<file path="src/rtl/ckp_pkg.sv">
package ckp_pkg;

    localparam int ADDR_W = 4;
    localparam int DATA_W = 8;
    localparam int SEL_W  = 3;

    // Register bus map: one group of three addresses per guarded register
    localparam logic [ADDR_W-1:0] CLK_KEY1_ADDR = 4'h0;
    localparam logic [ADDR_W-1:0] CLK_CTRL_ADDR = 4'h1;
    localparam logic [ADDR_W-1:0] CLK_KEY2_ADDR = 4'h2;
    localparam logic [ADDR_W-1:0] PWR_KEY1_ADDR = 4'h8;
    localparam logic [ADDR_W-1:0] PWR_CTRL_ADDR = 4'h9;
    localparam logic [ADDR_W-1:0] PWR_KEY2_ADDR = 4'hA;

    localparam logic [DATA_W-1:0] CLK_KEY1_VAL = 8'hAA;
    localparam logic [DATA_W-1:0] CLK_KEY2_VAL = 8'h55;
    localparam logic [DATA_W-1:0] PWR_KEY1_VAL = 8'h01;
    localparam logic [DATA_W-1:0] PWR_KEY2_VAL = 8'hF4;

    typedef enum logic [1:0] {
        SEQ_IDLE   = 2'd0,
        SEQ_ARMED  = 2'd1,
        SEQ_LOADED = 2'd2
    } seq_state_t;

    typedef enum logic {
        PWR_RUN   = 1'b0,
        PWR_SLEEP = 1'b1
    } pwr_state_t;

    // bit 2 slow clock select, bits 1:0 source code
    typedef struct packed {
        logic       slow_int;
        logic [1:0] mode;
    } clk_reg_t;

    // bit 4 fast interrupt, bit 3 power-down request, bits 2:0 divider
    typedef struct packed {
        logic             fint;
        logic             pd;
        logic [SEL_W-1:0] div;
    } pwr_reg_t;

    localparam int CLK_REG_W = $bits(clk_reg_t);
    localparam int PWR_REG_W = $bits(pwr_reg_t);

endpackage

</file>
<file path="src/rtl/ckp_key_seq.sv">
module ckp_key_seq
    import ckp_pkg::*;
#(
    parameter int                AW        = 4,
    parameter int                DW        = 8,
    parameter int                RW        = 3,
    parameter logic [AW-1:0]     KEY1_ADDR = '0,
    parameter logic [AW-1:0]     CTRL_ADDR = 1,
    parameter logic [AW-1:0]     KEY2_ADDR = 2,
    parameter logic [DW-1:0]     KEY1_VAL  = 8'hAA,
    parameter logic [DW-1:0]     KEY2_VAL  = 8'h55,
    parameter logic [RW-1:0]     RST_VAL   = '0
) (
    input  logic          clk,
    input  logic          rst,
    input  logic          wr_en,
    input  logic [AW-1:0] wr_addr,
    input  logic [DW-1:0] wr_data,
    output logic [RW-1:0] value_o,
    output logic          commit_o
);

    seq_state_t    state_q, state_d;
    logic [RW-1:0] pend_q;
    logic [RW-1:0] value_q;
    logic          commit_q;

    logic hit_k1, hit_ctrl, hit_k2, hit_any;
    logic key1_ok, key2_ok;
    logic capture, commit;

    always_comb begin
        hit_k1   = wr_en && (wr_addr == KEY1_ADDR);
        hit_ctrl = wr_en && (wr_addr == CTRL_ADDR);
        hit_k2   = wr_en && (wr_addr == KEY2_ADDR);
        hit_any  = hit_k1 || hit_ctrl || hit_k2;
        key1_ok  = hit_k1 && (wr_data == KEY1_VAL);
        key2_ok  = hit_k2 && (wr_data == KEY2_VAL);
    end

    // State register
    always_ff @(posedge clk) begin
        if (rst) begin
            state_q <= SEQ_IDLE;
        end else begin
            state_q <= state_d;
        end
    end

    // Next state
    always_comb begin
        state_d = state_q;
        unique case (state_q)
            SEQ_IDLE: begin
                if (key1_ok) state_d = SEQ_ARMED;
            end
            SEQ_ARMED: begin
                if (hit_ctrl)     state_d = SEQ_LOADED;
                else if (hit_any) state_d = SEQ_IDLE;
            end
            SEQ_LOADED: begin
                if (hit_any) state_d = SEQ_IDLE;
            end
            default: state_d = SEQ_IDLE;
        endcase
    end

    // Outputs of the sequence: capture and commit strobes
    always_comb begin
        capture = (state_q == SEQ_ARMED)  && hit_ctrl;
        commit  = (state_q == SEQ_LOADED) && key2_ok;
    end

    always_ff @(posedge clk) begin
        if (rst) begin
            pend_q   <= RST_VAL;
            value_q  <= RST_VAL;
            commit_q <= 1'b0;
        end else begin
            if (capture) pend_q  <= wr_data[RW-1:0];
            if (commit)  value_q <= pend_q;
            commit_q <= commit;
        end
    end

    assign value_o  = value_q;
    assign commit_o = commit_q;

    // the held value moves only right after an accepted postamble
    assert_hold_until_postamble_R3: assert property (@(posedge clk) disable iff (rst)
        (value_q != $past(value_q)) |-> $past(state_q == SEQ_LOADED && key2_ok));

    // any unexpected write to the group drops the tracker back to idle
    assert_abort_to_idle_R5: assert property (@(posedge clk) disable iff (rst)
        (state_q != SEQ_IDLE && hit_any && !(state_q == SEQ_ARMED && hit_ctrl))
        |=> (state_q == SEQ_IDLE));

endmodule

</file>
<file path="src/rtl/ckp_clk_div.sv">
module ckp_clk_div #(
    parameter int SEL_W = 3
) (
    input  logic             clk,
    input  logic             rst,
    input  logic [SEL_W-1:0] sel,
    input  logic             bypass,
    input  logic             halt,
    output logic             tick
);

    localparam int CNT_W = (1 << SEL_W) - 1;

    logic [CNT_W-1:0] cnt_q;
    logic [CNT_W-1:0] reload;

    // 2^sel - 1 as a mask of sel ones
    always_comb begin
        for (int i = 0; i < CNT_W; i++) begin
            reload[i] = (i < int'(sel));
        end
    end

    always_ff @(posedge clk) begin
        if (rst) begin
            cnt_q <= '0;
        end else if (halt || bypass) begin
            cnt_q <= '0;
        end else if (cnt_q == '0) begin
            cnt_q <= reload;
        end else begin
            cnt_q <= cnt_q - 1'b1;
        end
    end

    assign tick = !halt && (bypass || (cnt_q == '0));

    // Period checker: spacing between two plain pulses matches the ratio
    // latched at the first of them
    logic             armed_q;
    logic [CNT_W-1:0] gap_q;
    logic [SEL_W-1:0] psel_q;
    logic [CNT_W-1:0] exp_gap;

    always_comb begin
        for (int i = 0; i < CNT_W; i++) begin
            exp_gap[i] = (i < int'(psel_q));
        end
    end

    always_ff @(posedge clk) begin
        if (rst) begin
            armed_q <= 1'b0;
            gap_q   <= '0;
            psel_q  <= '0;
        end else if (halt || bypass) begin
            armed_q <= 1'b0;
        end else if (cnt_q == '0) begin
            armed_q <= 1'b1;
            gap_q   <= '0;
            psel_q  <= sel;
        end else begin
            gap_q <= gap_q + 1'b1;
        end
    end

    // a period is never cut short by a divider change
    assert_period_R8: assert property (@(posedge clk) disable iff (rst)
        (!halt && !bypass && cnt_q == '0 && armed_q) |-> (gap_q == exp_gap));

endmodule

</file>
<file path="src/rtl/ckp_pwr_fsm.sv">
module ckp_pwr_fsm
    import ckp_pkg::*;
(
    input  logic clk,
    input  logic rst,
    input  logic commit,
    input  logic pd_req,
    input  logic wake,
    output logic sleep
);

    pwr_state_t state_q, state_d;

    // State register
    always_ff @(posedge clk) begin
        if (rst) begin
            state_q <= PWR_RUN;
        end else begin
            state_q <= state_d;
        end
    end

    // Next state: wake wins over a same-cycle sleep request
    always_comb begin
        state_d = state_q;
        unique case (state_q)
            PWR_RUN: begin
                if (commit && pd_req && !wake) state_d = PWR_SLEEP;
            end
            PWR_SLEEP: begin
                if (wake) state_d = PWR_RUN;
            end
            default: state_d = PWR_RUN;
        endcase
    end

    // Outputs
    always_comb begin
        sleep = (state_q == PWR_SLEEP);
    end

    assert_wake_exits_R11: assert property (@(posedge clk) disable iff (rst)
        (state_q == PWR_SLEEP && wake) |=> (state_q == PWR_RUN));

    assert_wake_keeps_run_R11: assert property (@(posedge clk) disable iff (rst)
        (state_q == PWR_RUN && wake) |=> (state_q == PWR_RUN));

endmodule

</file>
<file path="src/rtl/clkpwr_keyctl.sv">
module clkpwr_keyctl
    import ckp_pkg::*;
(
    input  logic              clk,
    input  logic              rst,
    input  logic              wr_en,
    input  logic [ADDR_W-1:0] wr_addr,
    input  logic [DATA_W-1:0] wr_data,
    input  logic              irq_active,
    input  logic              wake,
    output logic [1:0]        clk_mode,
    output logic              slow_clk_int,
    output logic [SEL_W-1:0]  div_sel,
    output logic              fast_irq_en,
    output logic              pwr_down,
    output logic              cpu_en
);

    clk_reg_t clk_q;
    pwr_reg_t pwr_q;
    logic     clk_commit;
    logic     pwr_commit;
    logic     sleep;
    logic     bypass;

    ckp_key_seq #(
        .AW        (ADDR_W),
        .DW        (DATA_W),
        .RW        (CLK_REG_W),
        .KEY1_ADDR (CLK_KEY1_ADDR),
        .CTRL_ADDR (CLK_CTRL_ADDR),
        .KEY2_ADDR (CLK_KEY2_ADDR),
        .KEY1_VAL  (CLK_KEY1_VAL),
        .KEY2_VAL  (CLK_KEY2_VAL),
        .RST_VAL   ('0)
    ) u_clk_seq (
        .clk      (clk),
        .rst      (rst),
        .wr_en    (wr_en),
        .wr_addr  (wr_addr),
        .wr_data  (wr_data),
        .value_o  (clk_q),
        .commit_o (clk_commit)
    );

    ckp_key_seq #(
        .AW        (ADDR_W),
        .DW        (DATA_W),
        .RW        (PWR_REG_W),
        .KEY1_ADDR (PWR_KEY1_ADDR),
        .CTRL_ADDR (PWR_CTRL_ADDR),
        .KEY2_ADDR (PWR_KEY2_ADDR),
        .KEY1_VAL  (PWR_KEY1_VAL),
        .KEY2_VAL  (PWR_KEY2_VAL),
        .RST_VAL   ('0)
    ) u_pwr_seq (
        .clk      (clk),
        .rst      (rst),
        .wr_en    (wr_en),
        .wr_addr  (wr_addr),
        .wr_data  (wr_data),
        .value_o  (pwr_q),
        .commit_o (pwr_commit)
    );

    ckp_pwr_fsm u_pwr_fsm (
        .clk    (clk),
        .rst    (rst),
        .commit (pwr_commit),
        .pd_req (pwr_q.pd),
        .wake   (wake),
        .sleep  (sleep)
    );

    assign bypass = pwr_q.fint && irq_active;

    ckp_clk_div #(
        .SEL_W (SEL_W)
    ) u_div (
        .clk    (clk),
        .rst    (rst),
        .sel    (pwr_q.div),
        .bypass (bypass),
        .halt   (sleep),
        .tick   (cpu_en)
    );

    assign clk_mode     = clk_q.mode;
    assign slow_clk_int = clk_q.slow_int;
    assign div_sel      = pwr_q.div;
    assign fast_irq_en  = pwr_q.fint;
    assign pwr_down     = sleep;

    // a clock commit is always preceded by a correct postamble write
    assert_clk_commit_key_R2: assert property (@(posedge clk) disable iff (rst)
        clk_commit |-> $past(wr_en && wr_addr == CLK_KEY2_ADDR && wr_data == CLK_KEY2_VAL));

    // same for the power register
    assert_pwr_commit_key_R6: assert property (@(posedge clk) disable iff (rst)
        pwr_commit |-> $past(wr_en && wr_addr == PWR_KEY2_ADDR && wr_data == PWR_KEY2_VAL));

    // interrupt service with fast mode runs at full rate
    assert_bypass_full_rate_R9: assert property (@(posedge clk) disable iff (rst)
        (fast_irq_en && irq_active && !pwr_down) |-> cpu_en);

    // no enable pulse while powered down
    assert_sleep_quiet_R10: assert property (@(posedge clk) disable iff (rst)
        pwr_down |-> !cpu_en);

endmodule

</file>
<file path="config.mk">
export PLATFORM = sky130hd
export DESIGN_NAME = clkpwr_keyctl
export DESIGN_NICKNAME = d
export VERILOG_FILES = /design/src/rtl/ckp_pkg.sv /design/src/rtl/ckp_key_seq.sv /design/src/rtl/ckp_clk_div.sv /design/src/rtl/ckp_pwr_fsm.sv /design/src/rtl/clkpwr_keyctl.sv
export SDC_FILE = /design/constraint.sdc
export NUM_CORES = 1
export LEC_CHECK = 0
export ABC_AREA = 1
export BUFFER_PORTS_ARGS = -buffer_cell sky130_fd_sc_hd__buf_2
export CORE_AREA = 4 4 63 65
export DETAILED_ROUTE_END_ITERATION = 8
export DIE_AREA = 0 0 67 69
export PLACE_DENSITY = 0.66
export RECOVER_POWER = 25
export SLEW_MARGIN = 20
export SYNTH_ARGS = -nofsm -noshare
export SYNTH_HDL_FRONTEND = slang
export SYNTH_SLANG_ARGS = --single-unit
</file>
<file path="constraint.sdc">
create_clock -name clk -period 1.1 [get_ports clk]
set_input_delay 0.22 -clock clk [delete_from_list [all_inputs] [get_ports clk]]
set_output_delay 0.22 -clock clk [all_outputs]
set_load 0.03 [all_outputs]
</file>
======== After elaboration in Yosys (flattened, before gate mapping) ========
Index checks and enable logic that the tools add are counted.
cells by class
  $add $sub $neg .......................... 1
  bitwise gates (word level) .............. 1
  muxes and demuxes ....................... 12
  equality and inequality tests ........... 15
  magnitude comparators ................... 7
  reduce and logical (&&, ||, !) cells .... 31
operators by type and width
  operator                                            count
  logical AND 1 bit                                   18
  == test 8 bit (second input constant)               2
  == test 4 bit (second input constant)               3
  2-to-1 mux 2 bit                                    6
  case mux 2 bit (3 select lines)                     2
  < comparator 3 bit (first input constant)           3
  == test 8 x 1 -> 1 bit (second input constant)      1
  == test 8 x 7 -> 1 bit (second input constant)      1
  logical NOT 7 bit                                   1
  2-to-1 mux 7 bit                                    1
  subtractor 7 x 1 -> 7 bit (second input constant)   1
  logical OR 1 bit                                    6
  < comparator 1 x 3 -> 1 bit (first input constant)  2
  < comparator 2 x 3 -> 1 bit (first input constant)  2
  == test 2 x 1 -> 1 bit (second input constant)      2
  == test 2 bit (second input constant)               2
  == test 4 x 1 -> 1 bit (second input constant)      1
  == test 4 x 2 -> 1 bit (second input constant)      1
  logical NOT 2 bit                                   2
  logical NOT 4 bit                                   1
  != test 2 x 1 -> 1 bit (second input constant)      2
  logical NOT 1 bit                                   2
  2-to-1 mux 1 bit                                    2
  case mux 1 bit (2 select lines)                     1
  2 further kinds                                     2
word-level totals
  output and inout bits ................... 9
  flip-flop bits (word level) ............. 29

======== Longest topological paths before layout ========
  word-level depth ........................ 7
  mapped depth ............................ 9
  gate-level depth less buffers ........... 9

======== Hierarchy ========
Synthesis repeated with hierarchy kept, for this count alone.
second synthesis, totals
  cells, all modules ...................... 270
  area, all modules ....................... 1715.4 um2
modules (own cells, without submodules)
  module                   area an instance (um2)  instances  cells each  sequential area each (um2)
  ckp_key_seq (u_pwr_seq)  666.9                   1          104         260.2
  ckp_key_seq (u_clk_seq)  520.5                   1          82          180.2
  ckp_clk_div              478.0                   1          75          140.1
  ckp_pwr_fsm              42.5                    1          7           20.0
  clkpwr_keyctl            7.5                     1          2           0.0

======== Least setup slack after synthesis ========
OpenSTA, ideal clock, no wires.
  path kind ............................... flip-flop to output port
  start point ............................. register u_div.cnt_q[0]
  end point ............................... output port cpu_en
  path buffers ............................ 0
  data required time ...................... 880 ps
  arrival time ............................ 1362 ps
  slack ................................... -482 ps
  cell stages (with the launch flop) ...... 7
  cell sequence ........................... dfxtp_1 inv_1 ha_1 nand2_1 nor2_2 nand2_2 a21oi_1
on the way
  word-level cells in the longest chain between the ends .. 3
ends and longest elaborated chain
  item                    line                 text
  from (decl)             ckp_clk_div.sv:14    logic [CNT_W-1:0] cnt_q;
  from (signal assigned)  ckp_clk_div.sv:30    cnt_q <= reload;
  from (signal assigned)  ckp_clk_div.sv:32    cnt_q <= cnt_q - 1'b1;
  logical NOT 7 bit       ckp_clk_div.sv:36    assign tick = !halt && (bypass || (cnt_q == '0));
  logical OR 1 bit        ckp_clk_div.sv:36
  logical AND 1 bit       ckp_clk_div.sv:36
  to (decl)               clkpwr_keyctl.sv:16  output logic cpu_en
No other way between the ends.

======== Worst setup path in the final report ========
  start point ............................. register u_div.cnt_q[1]
  end point ............................... output port cpu_en
Same word-level chain as after synthesis.

==> impl_metrics.json <==
{
  "status": "finished with violations",
  "violations": "negative setup slack",
  "slowest_stage": "dfxtp_1",
  "reg2regPathDepth": 12,
  "wl_per_cell_um": 10.8,
  "insertedDiodeCount": 0,
  "critPathLaunchType": "flip-flop",
  "syn2layout_area_growth_pct": 48.5,
  "worstSetupEndpoint": "cpu_en",
  "ff_latch_area_um2": 601,
  "rsz0062_at_grt": "yes",
  "drtAntennaViolNets": 0,
  "numPlacedInstances": 324,
  "yosysTopAreaCell": "dfxtp_1",
  "crit_buf_inv": 2,
  "finClkSkew_ns": 0.00745,
  "tightest_slew_ns": 0.419,
  "grt_first_pass_wirelength_um": 6080,
  "fin_nets": 312,
  "ys_warn_count": 0,
  "slowest_delay_ns": 0.33,
  "drv_slew": 0,
  "crit_chain": "inv_2, ha_4, nand2_4, nor2_4, nand2_4, a21oi_4, buf_6",
  "clock.fmax_mhz": 629,
  "gp_congestion": 0.836,
  "htreeDepth": 2,
  "insertion_delay_ns": 0.33,
  "relSlewSlack_pct": 71.9,
  "stdcell_count": 341,
  "grt_pass1_vias": 1459,
  "hold_class": "primary input to flip-flop",
  "drive_above_1_share_pct": 42.4,
  "io_buffers": 25,
  "ios": 26,
  "timing.rr.end": "u_div.cnt_q[1]$_SDFF_PP0_",
  "r2r-start": "u_div.cnt_q[1]$_SDFF_PP0_",
  "fin_ws_ns": -0.490,
  "synth-seq-area-share_pct": 39.5,
  "hold_viol_final": 0,
  "cp-startpoint": "u_div.cnt_q[1]$_SDFF_PP0_",
  "synth.area.top_cells": "dfxtp_1 39%, nor2_1 16%, nand2_1 14%, inv_1 9.2%, o21ai_0 5.1%",
  "grt_start_max_net_pins": 19,
  "wl_um": 3690,
  "cts_made_buffers": 5,
  "netlist_instances": 233,
  "drc": 0,
  "start_util_pct": 44.1,
  "drtPass1Iterations": 4,
  "total_power_uw": 3260,
  "cpMostUsedCell": "nand2_4",
  "viasPerCell": 4.61,
  "tritoncts_num_sinks": 29,
  "overflow": 0,
  "clk_pin_slew_ns": 0.10,
  "ys_seq_elements": 29,
  "cap_violations": 0,
  "syn_nets": 251,
  "r2r_slack_ns": -0.46,
  "design.die.area_um2": 4620,
  "first_iter_violations": 75,
  "syn_area_um2": 1470,
  "synth-edff-count": 0,
  "ir_worst_vdd_v": 0.000802,
  "die_x_um": 67,
  "num_vias": 1571,
  "tritoncts": "built",
  "fillers": 328,
  "dieHeight_um": 69,
  "syn_avg_cell_area_um2": 6.31,
  "path_max_fanout": 2,
  "fin_util_pct": 65.4,
  "antenna_found_initial": 0,
  "synth_most_common_cell": "nor2_1",
  "synth-main-ff-cell": "dfxtp_1",
  "synthArstFlopShare_pct": 0,
  "synth_top_area_share_pct": 39.5,
  "yosys.cell_types.count": 20,
  "cts_buffer_depth": 2,
  "core_area_um2": 3340,
  "cpLargestDelayFamily": "flip-flops",
  "period_needed_ns": 1.59,
  "crit_cells": 7,
  "cp.required_ns": 0.88,
  "setup_violations": 13,
  "finalCritPeriodShare_pct": 145,
  "p_leak_uw": 0.00105,
  "ys_top_cells_by_count": "61 x nor2_1, 54 x nand2_1, 36 x inv_1, 29 x dfxtp_1, 15 x o21ai_0",
  "cp-end-kind": "output port",
  "power_density_nw_per_um2": 1490,
  "dpl.hpwl_um": 2560,
  "root_buffer": "clkbuf_4",
  "path_class": "flip-flop to output port",
  "multi_input_area_um2": 926,
  "crit_arrival_ns": 1.37,
  "fp-row-count": 21,
  "grt_use_total_pct": 16.7
}
[through the flow]
| step | instance area, µm² | setup slack (ns) | TNS, ns | hold WS [ns] |
|---|---|---|---|---|
| 6_report | 2180 | -0.490 | -3.10 | 0.100 |
| 5_1_grt | 2180 | -0.573 | -4.50 | 0.110 |
| 4_1_cts | 2000 | -0.488 | -2.04 | 0.0850 |
| 3_5_place_dp | 1840 | -0.215 | -2.89 | 0.454 |
| 3_3_place_gp | 1840 | -0.206 | -2.54 | 0.453 |
| 2_1_floorplan | 1510 | -0.163 | -0.360 | 0.289 |
[routing by layer]
layer | routed length [µm] | share of wire [%] | vias up | GRT usage (%)
met5 | 0 | 0 | - | 0
met4 | 61 | 1.7 | 0 | 6.08
met3 | 171 | 4.6 | 9 | 5.03
met2 | 1750 | 48 | 27 | 27.2
met1 | 1700 | 46 | 700 | 20.4
li1 | - | - | 835 | -
[placed cells by master (no fill, tap or decap)]
master / Yosys / layout
nor3_1: 7 / 4
dfxtp_1: 29 / 19
buf_2: 0 / 17
inv_1: 36 / 28
nor2_4: 1 / 8
nand2_2: 1 / 8
clkbuf_4: 0 / 5
clkinv_1: 1 / 1
nand4_1: 2 / 2
nor2_1: 61 / 50
a21oi_1: 11 / 5
nand3b_1: 1 / 1
ha_4: 0 / 1
dfxtp_2: 0 / 7
a21oi_2: 0 / 5
inv_2: 0 / 6
buf_6: 2 / 9
nor2_2: 2 / 6
buf_4: 0 / 28
nand3_4: 1 / 2
o21ai_0: 15 / 7
or2_2: 2 / 2
nand2_1: 54 / 44
inv_4: 0 / 2
o21ai_2: 0 / 5
clkinvlp_4: 0 / 1
nand3_1: 4 / 4
clkinv_2: 0 / 2
nand2_4: 0 / 4
nor3_2: 0 / 3
o21ai_1: 0 / 3
xnor2_1: 1 / 1
dfxtp_4: 0 / 3
clkbuf_1: 0 / 1
a21oi_4: 0 / 1
[report_power, final]
group / switching, µW / internal, µW / total, µW
logic: 713 / 713 / 1430
clock network: 403 / 240 / 644
registers: 58.9 / 1130 / 1190
total: 1180 / 2080 / 3260
[state kept, by name, indices dropped and copies added, names as in the netlist]
name	count
u_div.cnt_q	7
u_pwr_seq.pend_q	5
u_pwr_seq.value_o	5
u_clk_seq.pend_q	3
u_clk_seq.value_o	3
u_clk_seq.state_q	2
u_pwr_seq.state_q	2
u_pwr_fsm.sleep	1
u_pwr_seq.commit_o	1
[worst min path at each step]
stage / depth (start not counted) / slack [ns] / from / end
final: 4 / 0.10 / wake / u_pwr_fsm.sleep$_SDFF_PP0_
after global routing: 2 / 0.11 / rst / u_clk_seq.state_q[1]$_SDFFE_PP0P_
after CTS: 4 / 0.08 / wake / u_pwr_fsm.sleep$_SDFF_PP0_
after detailed placement: 4 / 0.45 / wake / u_pwr_fsm.sleep$_SDFF_PP0_
after global placement: 4 / 0.45 / wake / u_pwr_fsm.sleep$_SDFF_PP0_
after floorplan: 1 / 0.29 / rst / u_clk_seq.pend_q[1]$_SDFFE_PP0P_
[repair_timing]
item                       4_1_cts  5_1_grt
gates cloned                     1        0
resized for setup               36       55
hold buffers                     0        0
setup endpoints to repair       27       32
hold endpoints to repair         0        0
buffers inserted                 2        6
pin swaps                        7       16
[logic make-up after synthesis]
logic type                 synth area share [%]
DFF                                        39.5
buffers and inverters                      11.0
xor gates and xnor gates                  0.596
AOI/OAI and AO/OA                          8.85
and+or+nand+nor                            39.2
adders and majority gates                 0.851
[area by class of cell]
| type | count | share of cell area [%] |
|---|---|---|
| multi-input combinational | 166 | 42.4 |
| sequential | 29 | 27.5 |
| timing repair buffer | 55 | 18.3 |
| inverter | 37 | 6.59 |
| tap | 46 | 2.64 |
| clock buffer | 5 | 1.72 |
| clock inverter | 3 | 0.802 |
[tightest hold or removal path: stages]
cell and delay [ns]:
buf_2 0.07, a21oi_1 0.03, nand2_1 0.04, inv_1 0.03
Power figures use the tool's default switching activity.
